### src/rtl/cpt_pkg.sv
package cpt_pkg;
   localparam int NCH = 2;

   localparam int B_RUN  = 7;
   localparam int B_PSEL = 5;
   localparam int B_IEN  = 4;
   localparam int B_FLAG = 3;
   localparam int B_RSV  = 0;

   typedef struct packed {
      logic run;
      logic psel;
      logic ien;
      logic flag;
   } ctrl_t;
endpackage

### src/rtl/cpt_ctrl_reg.sv
module cpt_ctrl_reg
   import cpt_pkg::*;
#(
   parameter int DW = 8
) (
   input  logic          clk,
   input  logic          rst_n,
   input  logic          wr,
   input  logic          rmw,
   input  logic [DW-1:0] wdata,
   input  logic          wrap,
   output ctrl_t         ctrl,
   output logic [DW-1:0] rdata
);
   ctrl_t c_q;

   always_ff @(posedge clk or negedge rst_n) begin
      if (!rst_n) begin
         c_q <= '0;
      end else begin
         if (wr) begin
            c_q.run  <= wdata[B_RUN];
            c_q.psel <= wdata[B_PSEL];
            c_q.ien  <= wdata[B_IEN];
         end
         // hardware set has priority over a software clear
         if (wrap)
            c_q.flag <= 1'b1;
         else if (wr && !wdata[B_FLAG])
            c_q.flag <= 1'b0;
      end
   end

   always_comb begin
      rdata         = '0;
      rdata[B_RUN]  = c_q.run;
      rdata[B_PSEL] = c_q.psel;
      rdata[B_IEN]  = c_q.ien;
      rdata[B_FLAG] = c_q.flag | rmw;
      rdata[B_RSV]  = 1'b1;
   end

   assign ctrl = c_q;

   // a wrap always leaves the flag set
   a_r8_set_wins: assert property (@(posedge clk) disable iff (!rst_n)
      wrap |=> c_q.flag);
   // a write of 0 without a wrap clears
   a_r7_clear: assert property (@(posedge clk) disable iff (!rst_n)
      (wr && !wdata[B_FLAG] && !wrap) |=> !c_q.flag);
   // a write of 1 never clears a set flag
   a_r7_hold: assert property (@(posedge clk) disable iff (!rst_n)
      (c_q.flag && wr && wdata[B_FLAG]) |=> c_q.flag);
endmodule

### src/rtl/cpt_count_core.sv
module cpt_count_core
   import cpt_pkg::*;
#(
   parameter int DW         = 8,
   parameter bit CASCADE_EN = 1'b1
) (
   input  logic                    clk,
   input  logic                    rst_n,
   input  logic                    cascade,
   input  logic [NCH-1:0]          run,
   input  logic [NCH-1:0]          tick,
   input  logic [NCH-1:0][DW-1:0]  lo_w,
   input  logic [NCH-1:0][DW-1:0]  hi_w,
   output logic [NCH-1:0]          pulse,
   output logic [NCH-1:0]          wrap
);
   logic                   casc;
   logic [NCH-1:0][DW-1:0] cnt;
   logic [NCH-1:0]         ph;
   logic [NCH-1:0]         run_q;
   logic [NCH-1:0]         eff_run;
   logic [NCH-1:0]         eff_tick;
   logic [NCH-1:0]         start;
   logic [NCH-1:0]         step;
   logic                   wide_zero;

   generate
      if (CASCADE_EN) begin : g_casc
         assign casc = cascade;
      end else begin : g_nocasc
         logic unused_casc;
         assign unused_casc = cascade;
         assign casc        = 1'b0;
      end
   endgenerate

   assign eff_run[0]  = run[0];
   assign eff_tick[0] = tick[0];
   assign eff_run[1]  = casc ? run[0]  : run[1];
   assign eff_tick[1] = casc ? tick[0] : tick[1];
   assign start       = eff_run & ~run_q;
   assign step        = eff_run & eff_tick & ~start;
   assign wide_zero   = (cnt == '0);

   always_comb begin
      if (casc) begin
         wrap[0] = step[0] & wide_zero;
         wrap[1] = 1'b0;
      end else begin
         for (int i = 0; i < NCH; i++)
            wrap[i] = step[i] & (cnt[i] == '0);
      end
   end

   always_ff @(posedge clk or negedge rst_n) begin
      if (!rst_n) begin
         cnt   <= '0;
         ph    <= '0;
         run_q <= '0;
      end else begin
         run_q <= eff_run;
         if (casc) begin
            if (start[0]) begin
               cnt <= lo_w;
               ph  <= '0;
            end else if (step[0]) begin
               if (wide_zero) begin
                  ph  <= {NCH{~ph[0]}};
                  cnt <= ph[0] ? lo_w : hi_w;
               end else begin
                  cnt <= cnt - 1'b1;
               end
            end
         end else begin
            for (int i = 0; i < NCH; i++) begin
               if (start[i]) begin
                  cnt[i] <= lo_w[i];
                  ph[i]  <= 1'b0;
               end else if (step[i]) begin
                  if (cnt[i] == '0) begin
                     ph[i]  <= ~ph[i];
                     cnt[i] <= ph[i] ? lo_w[i] : hi_w[i];
                  end else begin
                     cnt[i] <= cnt[i] - 1'b1;
                  end
               end
            end
         end
      end
   end

   assign pulse = eff_run & ph;

   generate
      for (genvar g = 0; g < NCH; g++) begin : g_chk
         // a stopped counter holds its value
         a_r2_freeze: assert property (@(posedge clk) disable iff (!rst_n)
            !eff_run[g] |=> $stable(cnt[g]));
         // a fresh start begins in the low phase
         a_r11_start_low: assert property (@(posedge clk) disable iff (!rst_n)
            start[g] |=> !ph[g]);
         // every wrap flips the phase
         a_r5_wrap_flip: assert property (@(posedge clk) disable iff (!rst_n)
            wrap[g] |=> (ph[g] != $past(ph[g])));
      end
   endgenerate
endmodule

### src/rtl/cascade_pulse_timer.sv
module cascade_pulse_timer
   import cpt_pkg::*;
#(
   parameter int DW         = 8,
   parameter int AW         = 3,
   parameter bit CASCADE_EN = 1'b1
) (
   input  logic               clk,
   input  logic               rst_n,
   input  logic [AW-1:0]      bus_addr,
   input  logic               bus_wr,
   input  logic               bus_rmw,
   input  logic [DW-1:0]      bus_wdata,
   output logic [DW-1:0]      bus_rdata,
   input  logic [NCH-1:0]     tick_in,
   input  logic [NCH-1:0]     gpio_out,
   output logic [NCH-1:0]     pin_out,
   output logic [NCH-1:0]     irq
);
   localparam int A_MODE = 2 * NCH + NCH;

   generate
      if (DW < 8) begin : g_bad_dw
         $error("cascade_pulse_timer: DW must be at least 8");
      end
      if ((1 << AW) <= A_MODE) begin : g_bad_aw
         $error("cascade_pulse_timer: AW too small for the register map");
      end
   endgenerate

   ctrl_t  [NCH-1:0]         ctrl;
   logic   [NCH-1:0][DW-1:0] ctrl_rd;
   logic   [NCH-1:0][DW-1:0] lo_q, hi_q;
   logic   [NCH-1:0]         pulse, wrap, run;
   logic                     mode_q;

   generate
      for (genvar g = 0; g < NCH; g++) begin : g_ch
         cpt_ctrl_reg #(.DW(DW)) u_ctrl (
            .clk   (clk),
            .rst_n (rst_n),
            .wr    (bus_wr && (bus_addr == AW'(g))),
            .rmw   (bus_rmw),
            .wdata (bus_wdata),
            .wrap  (wrap[g]),
            .ctrl  (ctrl[g]),
            .rdata (ctrl_rd[g])
         );

         always_ff @(posedge clk or negedge rst_n) begin
            if (!rst_n) begin
               lo_q[g] <= '0;
               hi_q[g] <= '0;
            end else if (bus_wr) begin
               if (bus_addr == AW'(NCH + 2 * g))     lo_q[g] <= bus_wdata;
               if (bus_addr == AW'(NCH + 2 * g + 1)) hi_q[g] <= bus_wdata;
            end
         end

         assign run[g]     = ctrl[g].run;
         assign pin_out[g] = ctrl[g].psel ? pulse[g] : gpio_out[g];
         assign irq[g]     = ctrl[g].flag & ctrl[g].ien;

         // no request while the enable is off
         a_r4_irq_gate: assert property (@(posedge clk) disable iff (!rst_n)
            irq[g] |-> ctrl[g].ien);
         // port path when the pin is not selected
         a_r3_port_path: assert property (@(posedge clk) disable iff (!rst_n)
            !ctrl[g].psel |-> (pin_out[g] == gpio_out[g]));
      end

      if (CASCADE_EN) begin : g_mode
         always_ff @(posedge clk or negedge rst_n) begin
            if (!rst_n)
               mode_q <= 1'b0;
            else if (bus_wr && (bus_addr == AW'(A_MODE)))
               mode_q <= bus_wdata[0];
         end
      end else begin : g_nomode
         assign mode_q = 1'b0;
      end
   endgenerate

   cpt_count_core #(.DW(DW), .CASCADE_EN(CASCADE_EN)) u_core (
      .clk     (clk),
      .rst_n   (rst_n),
      .cascade (mode_q),
      .run     (run),
      .tick    (tick_in),
      .lo_w    (lo_q),
      .hi_w    (hi_q),
      .pulse   (pulse),
      .wrap    (wrap)
   );

   always_comb begin
      bus_rdata = '0;
      for (int i = 0; i < NCH; i++) begin
         if (bus_addr == AW'(i))               bus_rdata = ctrl_rd[i];
         if (bus_addr == AW'(NCH + 2 * i))     bus_rdata = lo_q[i];
         if (bus_addr == AW'(NCH + 2 * i + 1)) bus_rdata = hi_q[i];
      end
      if (bus_addr == AW'(A_MODE)) bus_rdata = {{(DW-1){1'b0}}, mode_q};
   end

   // a stopped channel 0 with the pin selected stays Low
   a_r2_idle_low0: assert property (@(posedge clk) disable iff (!rst_n)
      (ctrl[0].psel && !ctrl[0].run) |-> !pin_out[0]);
   // in joined mode channel 1 never raises its own flag
   a_r6_no_hi_wrap: assert property (@(posedge clk) disable iff (!rst_n)
      mode_q |-> !wrap[1]);
endmodule

### config.mk
export PLATFORM = sky130hd
export DESIGN_NAME = cascade_pulse_timer
export DESIGN_NICKNAME = d
export VERILOG_FILES = /design/src/rtl/cpt_pkg.sv /design/src/rtl/cpt_ctrl_reg.sv /design/src/rtl/cpt_count_core.sv /design/src/rtl/cascade_pulse_timer.sv
export SDC_FILE = /design/constraint.sdc
export NUM_CORES = 1
export LEC_CHECK = 0
export CORE_MARGIN = 8
export CORE_UTILIZATION = 52
export CTS_CLUSTER_DIAMETER = 100
export DETAILED_ROUTE_END_ITERATION = 8
export DONT_BUFFER_PORTS = 1
export GPL_TIMING_DRIVEN = 0
export PLACE_DENSITY_LB_ADDON = 0.1
export SLEW_MARGIN = 15
export SYNTH_ARGS = -nofsm -noshare
export SYNTH_HDL_FRONTEND = slang
export SYNTH_SLANG_ARGS = --single-unit
### constraint.sdc
create_clock -name clk -period 2.75 [get_ports clk]
set_clock_uncertainty 0.1 [all_clocks]
set_input_delay 0.275 -clock clk [delete_from_list [all_inputs] [get_ports clk]]
set_output_delay 0.275 -clock clk [all_outputs]
set_load 0.01 [all_outputs]
==> run metrics, run 1 <==
Setup CP Type=flop to flop; ANT nets after route=0; count leader, synth=dfrtp_1; # rows=31; drt wl/cell=~21 um; Setup crit end kind=flop; Final Worst Setup Slack=~99 ps; CTS buffer count=9; share of post-route cells with drive strength above 1=roughly 18%; DP HPWL=roughly 8 mm; first-pass GRT wire length=around 18 mm; Die Y-Extent=just over 100 um; Post-synth top flop=dfrtp_1; fin nets=about 450; number of synthesized flops with an enable pin=0; DR iter-0 viols=268; GR Overflow Total=0; CORE AREA=between 0.007 and 0.008 sq mm; first drt pass iteration count=5; largest net degree at the start of global routing=62; Final Hold Fails=0; DIE WIDTH=103 um; clock sinks=61; # diodes=0; Post-Syn Area=roughly 0.004 sq mm; sequential group share of total power=40.5%; Pins Over Slew Limit=0; Max-slew headroom=44.6%; Highest Clock Rate=between 300 and 400 MHz; Pwr per Cell Area=835 mW/mm^2; Seq cells post-synth=61; Fill cells=640; Clock power frac=22.9%; P_leak=between 1.5 and 2 nW; combinational power share=between 30% and 40%; full die area=0.0106 sq mm; Final Instance Area=between 0.004 and 0.005 sq mm; Peak VDD IR=0.411 mV; post-synth top area share=39.0%; clock buffer depth=2; Max-Cap Viols=0; DRC viols=0; Total Routing Usage GR=between 20 and 25%; Slew @ Worst Pin=827 ps; Worst-path clk slew=80 ps; syn_nets=425; min-delay worst type=primary input to flop; port bufs=0; WP data arrival=around 2800 ps; syn_area_per_cell=about 9.7 sq um; Worst-Skew Late Latency=roughly 330 ps; clock root buffer=clkbuf_8; Layout area overhead=13.0%; sequential share of the synthesized area=approximately two fifths; initial antenna violation count=0; startpoint types=flop; H-tree depth=3; vias per cell=~6.4; count of warnings emitted by yosys=0; routability congestion estimate=about 0.91; Setup Slack @ Placement=between 80 and 90 ps; Final min period=2650 ps; Commonest cells post-synth=dfrtp_1, mux2_2, a21oi_1; CP Data Required Time=between 2000 and 3000 ps; Synth area leader=dfrtp_1; Net Sw Frac=roughly 40%; CTS tree=done; Initial Util=53.9%; Async SR Flop Fraction=100%; Internal=roughly 2.2 mW; Cell variety after synth=between 50 and 60; top post-synthesis cells by area=dfrtp_1, mux2_2, mux2i_1; Post-DP Area=0.00404 sq mm; status=finished, final reports clean; RSZ-0062 raised after global routing=yes; cells after synthesis=roughly 400; vias in the first global route=~3.3k; Setup Viol. Count Final=0; period utilization=96.4%; Top Ports=31; Psw=roughly 1.5 mW; vias=roughly 3.4k; Routed WL=about 11 mm; Critical Path Fanout Max=8
[per-layer routing]
metal	vias to the layer above	part of all wire [%]	track usage [%]
met5	-	0	0
met4	0	1.3	5.53
met3	16	7.7	4.05
met2	165	46	35.6
met1	1684	45	31.7
li1	1569	-	-
[worst max-delay path, stage by stage (launching register included)]
cell      delay [ps]
dfrtp_1          370
clkbuf_1         180
or4_1            500
buf_2            180
nor3_4           180
buf_4            190
nand2_4          100
or3_1            390
o221ai_1         210
o211ai_1         120
[per-stage QoR]
step	TNS (ps)	power (mW)	std cells	hold WS [ps]	utilization [%]
4_1_cts	0	3.64	529	15.2	60.3
2_1_floorplan	0	2.40	403	-121	-
3_5_place_dp	0	2.76	502	-118	55.7
6_report	0	3.69	533	27.0	60.9
5_1_grt	-58.8	3.92	533	22.3	60.9
3_3_place_gp	0	2.74	502	-118	55.6
[repair_timing]
action                                  in CTS  in global routing
hold buffers                                11                  0
resized for setup                            0                  3
hold endpoints to repair                   101                  0
buffers inserted                             0                  4
endpoints found under the setup margin       0                 11
[power groups by stage]
stage	Sequential [mW]	Combinational (mW)	Clock, mW
2_1_floorplan	1.38	1.02	0
3_3_place_gp	1.48	1.25	0
3_5_place_dp	1.49	1.27	0
4_1_cts	1.47	1.32	0.850
5_1_grt	1.54	1.50	0.889
6_report	1.49	1.35	0.844
[state kept, by name (all words and copies together) (netlist names)]
| name | count |
|---|---|
| g_ch.u_ctrl.ctrl | 8 |
| hi_q | 16 |
| lo_q | 16 |
| mode_q | 1 |
| u_core.cnt | 16 |
| u_core.ph | 2 |
| u_core.run_q | 2 |
[path summary, 6_finish.rpt]
path	from	endpoint	slack, ps	cells after the start
max	u_core.cnt[12]	u_core.cnt[12]	100	9
min	bus_wdata[3]	g_ch[1].u_ctrl.ctrl[0]	30	2
max reg2reg	u_core.cnt[12]	u_core.cnt[12]	100	9
min reg2reg	g_ch[0].u_ctrl.ctrl[3]	u_core.run_q[0]	330	0
max in group asynchronous	rst_n	lo_q[12]	1900	2
min in group asynchronous	rst_n	u_core.ph[0]	370	2
[cell families (layout without fill, tap and decap cells)]
kind of cell,count (synthesis),in the layout,share of synthesized area (%)
AO/OA/AOI/OAI,110,110,19.1
XOR/XNOR,9,9,2.02
adder cells (fa/ha/maj),3,3,0.960
buffers and inverters,38,69,4.06
flip-flops,61,61,39.0
multiplexers,67,67,18.5
AND/OR/NAND/NOR,115,115,16.3
[layout by cell type (no fill, tap or decap), drive strengths merged, types with 3 or more instances in the layout]
| master | Yosys | routed |
|---|---|---|
| dfrtp | 61 | 61 |
| mux2 | 43 | 43 |
| a21oi | 30 | 30 |
| clkbuf | 19 | 30 |
| mux2i | 24 | 24 |
| nand2 | 22 | 22 |
| nor2 | 22 | 22 |
| o21ai | 19 | 19 |
| inv | 13 | 14 |
| o22ai | 13 | 13 |
| nor3 | 13 | 13 |
| nand2b | 11 | 11 |
| nor2b | 11 | 11 |
| nand3 | 10 | 10 |
| dlygate4sd3 | 0 | 10 |
| buf | 6 | 10 |
| a22oi | 6 | 6 |
| xnor2 | 6 | 6 |
| o221ai | 6 | 6 |
| nand4b | 4 | 4 |
| or3 | 4 | 4 |
| a22o | 3 | 3 |
| a31oi | 3 | 3 |
| and2 | 3 | 3 |
| or4 | 3 | 3 |
| xor2 | 3 | 3 |
| o211ai | 3 | 3 |
| o311ai | 3 | 3 |
| and3 | 3 | 3 |
| o31ai | 3 | 3 |
| ha | 3 | 3 |
| a211oi | 3 | 3 |
[final cells by class]
class	instances	area (sq um)	share of cell area (%)
multi-input cells	304	2240	50.7
flip-flops and latches	61	1530	34.5
repair buffers	15	158	3.57
clock buffers	10	138	3.11
well taps	99	124	2.80
plain buffers	25	111	2.52
clock inverters	6	71.3	1.61
inverters	13	48.8	1.10
Note: power is estimated with default switching activity, not from simulation.
==> inputs of run 2 (changes only) <==
--- a/config.mk
+++ b/config.mk
@@ -15,4 +15,5 @@
 export SLEW_MARGIN = 15
 export SYNTH_ARGS = -nofsm -noshare
 export SYNTH_HDL_FRONTEND = slang
+export SYNTH_HIERARCHICAL = 1
 export SYNTH_SLANG_ARGS = --single-unit
==> run metrics, run 2 <==
status=finished, final reports clean; Max-slew headroom=between 40% and 50%; top post-synthesis cells by area=dfrtp_1, mux2_2, mux2i_1; # rows=33; met2 wire len=between 5 and 6 mm; routability congestion estimate=0.924; Worst-path clk slew=80 ps; DR iter-0 viols=between 200 and 250; Peak VDD IR=between 0.4 and 0.5 mV; CORE AREA=just over 0.008 sq mm; clock buffer depth=2; number of synthesized flops with an enable pin=0; Seq cells post-synth=roughly 60; crit-path max cell delay=around 460 ps; Post-synth top flop=dfrtp_1; post-synth top area share=between 30% and 40%; Post-Syn Area=0.00439 sq mm; P_leak=~2 nW; fin util=around 60%; Async SR Flop Fraction=between 90% and 100%; DIE WIDTH=around 110 um; vias in the first global route=around 3.5k; Commonest cells post-synth=dfrtp_1, mux2_2, mux2i_1; Top Metal Used=met4; final hold slack=roughly 54 ps; Slew @ Worst Pin=~790 ps; first drt pass iteration count=5; CP top delay family=simple AND/OR/NAND/NOR gates; RSZ-0062 raised after global routing=no; count of warnings emitted by yosys=6; GR Overflow Total=0; Critical Path Fanout Max=10; period utilization=97.5%; Routed WL=between 10 and 15 mm; DP HPWL=9.16 mm; most frequent cells in the layout=dfrtp_1, mux2_2, buf_4; WP data arrival=between 2000 and 3000 ps; CTS tree=done; Crit path buffers/inverters=3; H-tree depth=3; Synth area leader=dfrtp_1; Pins Over Slew Limit=0; Crit-path slowest cell=or4b_1; Setup Viol. Count Final=0; ANT nets after route=0; vias per cell=roughly 6.4; share of post-route cells with drive strength above 1=between 20% and 30%; fin nets=just under 500; min-delay worst type=primary input to flop; clock root buffer=clkbuf_8; Total Routing Usage GR=between 20 and 25%; Layout area overhead=12.9%; full die area=between 0.01 and 0.015 sq mm; port bufs=0; drt wl/cell=21.7 um; Cell variety after synth=76; CTS buffer count=9; startpoint types=flop; DR WL met3=roughly 1000 um; count leader, synth=dfrtp_1; Final Hold Fails=0; DRC viols=0; # diodes=0; commonest non-fill, non-tap cell in the layout=dfrtp_1; Highest Clock Rate=between 300 and 400 MHz; Worst-Skew Late Latency=between 300 and 400 ps; sequential share of the synthesized area=a little over a third; vias=about 3.8k; Top Ports=31; clock sinks=between 60 and 70; DRT met1 WL=approximately 5.5 mm; Final min period=between 2000 and 3000 ps; first-pass GRT wire length=~20 mm; Pwr per Cell Area=approximately 840 mW/mm^2; Setup crit end kind=flop; Setup CP Type=flop to flop; syn_area_per_cell=slightly below 10 sq um; largest net degree at the start of global routing=62; cells after synthesis=444; Initial Util=53.5%; biggest regs=hi_q (16), lo_q (16), u_core/cnt (16); Die Y-Extent=108 um; cells along the critical path=clkbuf_1, inv_1, ha_2, or4b_1, buf_4, nor2_8, mux2i_1, a221oi_1, a21oi_1; initial antenna violation count=0; Max-Cap Viols=0; CP Data Required Time=2850 ps
[run 2: path summary, 6_finish.rpt]
kind                                              from                endpoint  slack, ps  cells past startpoint
worst max register to register           u_core/cnt[8]          u_core/cnt[11]         70                      9
max in group asynchronous                        rst_n                lo_q[11]       1850                      2
worst min register to register  g_ch[0].u_ctrl/ctrl[0]  g_ch[0].u_ctrl/ctrl[0]        410                      1
worst max-delay path                     u_core/cnt[8]          u_core/cnt[11]         70                      9
worst min-delay path                      bus_wdata[3]  g_ch[0].u_ctrl/ctrl[0]         50                      2
min in group asynchronous                        rst_n          u_core/cnt[10]        420                      2
[run 2: cells by family (layout without fill, tap and decap cells)]
family                     after synthesis  after routing  share of synthesized area (%)
muxes                                   78             78                           20.9
xor gates and xnor gates                 5              5                          0.997
adders and majority gates                3              3                          0.855
DFF                                     61             61                           34.7
other                                    4              8                          0.342
and+or+nand+nor                        128            128                           17.9
AOI/OAI and AO/OA                      107            107                           17.0
buffers and inverters                   58             89                           7.29
[run 2: layer usage]
metal / global-route usage (%) / up-vias
met5: 0 / -
met4: 8.72 / 0
met3: 5.69 / 29
met2: 34.6 / 170
met1: 29.6 / 1833
li1: - / 1720
[run 2: final cells by class]
cell class                 count  area [sq um]
fill                         715          3260
clock buffer                   9           124
timing repair buffer          15           158
inverter                      16          60.1
clock inverter                 7           124
tap                          105           131
buffer                        42           260
multi-input combinational    329          2580
sequential                    61          1530
[run 2: through the flow]
step	instances	TNS [ps]	total power, mW	area [sq um]	worst slack [ps]
floorplan	448	0	2.65	4410	379
global placement	553	-377	3.04	4540	-183
detailed placement	553	-405	3.07	4540	-191
CTS	582	0	4.14	4930	10.1
global route	584	0	4.41	4960	6.43
finish	584	0	4.17	4960	67.4
[run 2: report_power, final]
part	switching, mW	internal (mW)
clock	0.401	0.607
combinational	0.942	0.780
sequential	0.297	1.15
total	1.64	2.53
[run 2: repair_timing]
item / in CTS / in global routing
hold buffers: 11 / 0
endpoints found under the hold margin: 100 / 0
setup buffers: 2 / 2
endpoints found under the setup margin: 3 / 6
pin swaps: 0 / 2
gates resized for setup: 2 / 3
==> inputs of run 3 (changes only) <==
==> constraint.sdc (replaced) <==
create_clock -name clk -period 3.4 [get_ports clk]
set_clock_uncertainty 0.1 [all_clocks]
set_input_delay 0.34 -clock clk [delete_from_list [all_inputs] [get_ports clk]]
set_output_delay 0.34 -clock clk [all_outputs]
set_load 0.01 [all_outputs]
==> run metrics, run 3 (synthesis gave the netlist of run 2 again) <==
most frequent cells in the layout=dfrtp_1, mux2_2, mux2i_1; Setup crit end kind=flop; Routed WL=12.6 mm; Top Metal Used=met4; setup TNS=0 ps; Final Instance Area=0.00482 sq mm; met2 wire len=5.74 mm; CTS buffer count=9; commonest non-fill, non-tap cell in the layout=dfrtp_1; Psw=1.32 mW; Pwr per Cell Area=around 690 mW/mm^2; Clock power frac=24.4%; Die Y-Extent=between 100 and 150 um; DIE WIDTH=between 100 and 150 um; vias in the first global route=around 3.5k; vias per cell=approximately 6.4; Layout area overhead=9.83%; clock root buffer=clkbuf_8; combinational power share=between 40% and 50%; WP data arrival=about 3200 ps; Internal=between 2 and 2.5 mW; # rows=33; biggest regs=hi_q (16), lo_q (16), u_core/cnt (16); full die area=roughly 0.012 sq mm; DR WL met3=around 1.1 mm; DP HPWL=9.16 mm; clock buffer depth=2; share of post-route cells with drive strength above 1=roughly a quarter; first-pass GRT wire length=19.8 mm; Setup Buffers After CTS=0; Highest Clock Rate=roughly 330 MHz; H-tree depth=3; DR iter-0 viols=~230; number of buffers inserted by hold repair at cts=2; initial antenna violation count=0; Net Sw Frac=between 30% and 40%; first drt pass iteration count=5; DRC viols=0; routability congestion estimate=around 0.9; Post-DP Area=between 0.004 and 0.005 sq mm; RSZ-0062 raised after global routing=no; final hold slack=45.7 ps; P_leak=just under 2 nW; Worst-Skew Late Latency=around 340 ps; CP Data Required Time=roughly 3600 ps; CORE AREA=just over 0.008 sq mm; Total Routing Usage GR=around 22%; port bufs=0; vias=3682; Setup CP Type=flop to flop; # diodes=0; status=finished, final reports clean; Top Ports=31; Max-Cap Viols=0; Initial Util=53.5%; Peak VDD IR=around 0.34 mV; startpoint types=flop; fin nets=about 480; Final min period=about 3000 ps; Setup Viol. Count Final=0; Pins Over Slew Limit=0; DRT met1 WL=between 5 and 6 mm; sequential group share of total power=a little over a third; drt wl/cell=roughly 22 um; Slew @ Worst Pin=797 ps; ANT nets after route=0; Max-slew headroom=between 40% and 50%; min-delay worst type=primary input to flop; CTS tree=done; GR Overflow Total=0; Worst-path clk slew=approximately 80 ps; period utilization=88.3%; clock sinks=just over 60; Fill cells=just over 700; Final Hold Fails=0; Critical Path Fanout Max=7; largest net degree at the start of global routing=slightly above 60; post-cts gate resize count=0
==> run 3: changes by cell type in the layout (fill, tap and decap cells not counted), sizes merged <==
cell	delta
dlygate4sd3	-9
buf	-4
==> run 3: worst max-delay path: stages, from the launching register on <==
cell and delay [ps]:
dfrtp_1 360, clkbuf_1 230, inv_1 110, ha_1 320
nor4b_4 490, a21oi_1 200, nor2_1 510, mux2_2 400
o31ai_1 190
==> run 3: metal layers <==
metal  up-vias  track usage [%]
met4         0             8.52
met1      1808             29.8
met2       165             34.1
met3        25             5.51
met5         -                0
li1       1684                -
==> run 3: final timing paths <==
path	from	endpoint	slack, ps	cells past startpoint
worst min-delay path	bus_wdata[3]	hi_q[3]	50	1
worst max-delay path	u_core/cnt[8]	u_core/cnt[1]	400	8
max in group asynchronous	rst_n	u_core/cnt[12]	2460	2
worst max register to register	u_core/cnt[8]	u_core/cnt[1]	400	8
worst min register to register	g_ch[1].u_ctrl/ctrl[0]	g_ch[1].u_ctrl/ctrl[0]	410	1
min in group asynchronous	rst_n	u_core/run_q[1]	450	2
==> run 3: power by group through the flow <==
stage	clock [mW]	sequential (mW)	combinational [mW]
2_1_floorplan	0	1.08	1.06
3_3_place_gp	0	1.17	1.29
3_5_place_dp	0	1.17	1.31
4_1_cts	0.827	1.16	1.34
5_1_grt	0.859	1.19	1.48
6_report	0.818	1.17	1.36
==> run 3: layout make-up <==
cell class / count / area [sq um] / share of cell area, %
inverter: 16 / 60.1 / 1.24
sequential: 61 / 1530 / 31.6
timing repair buffer: 2 / 37.5 / 0.778
multi-input combinational: 329 / 2560 / 53.1
buffer: 42 / 260 / 5.39
clock buffer: 9 / 124 / 2.57
clock inverter: 7 / 124 / 2.57
tap: 105 / 131 / 2.72
==> run 3: stage by stage <==
stage	util, %	power (mW)	cells	worst slack (ps)
after floorplan	-	2.15	448	1030
after global placement	55.2	2.46	553	467
after detailed placement	55.2	2.48	553	459
after CTS	58.7	3.33	571	440
after global routing	58.7	3.53	571	150
final	58.7	3.35	571	397
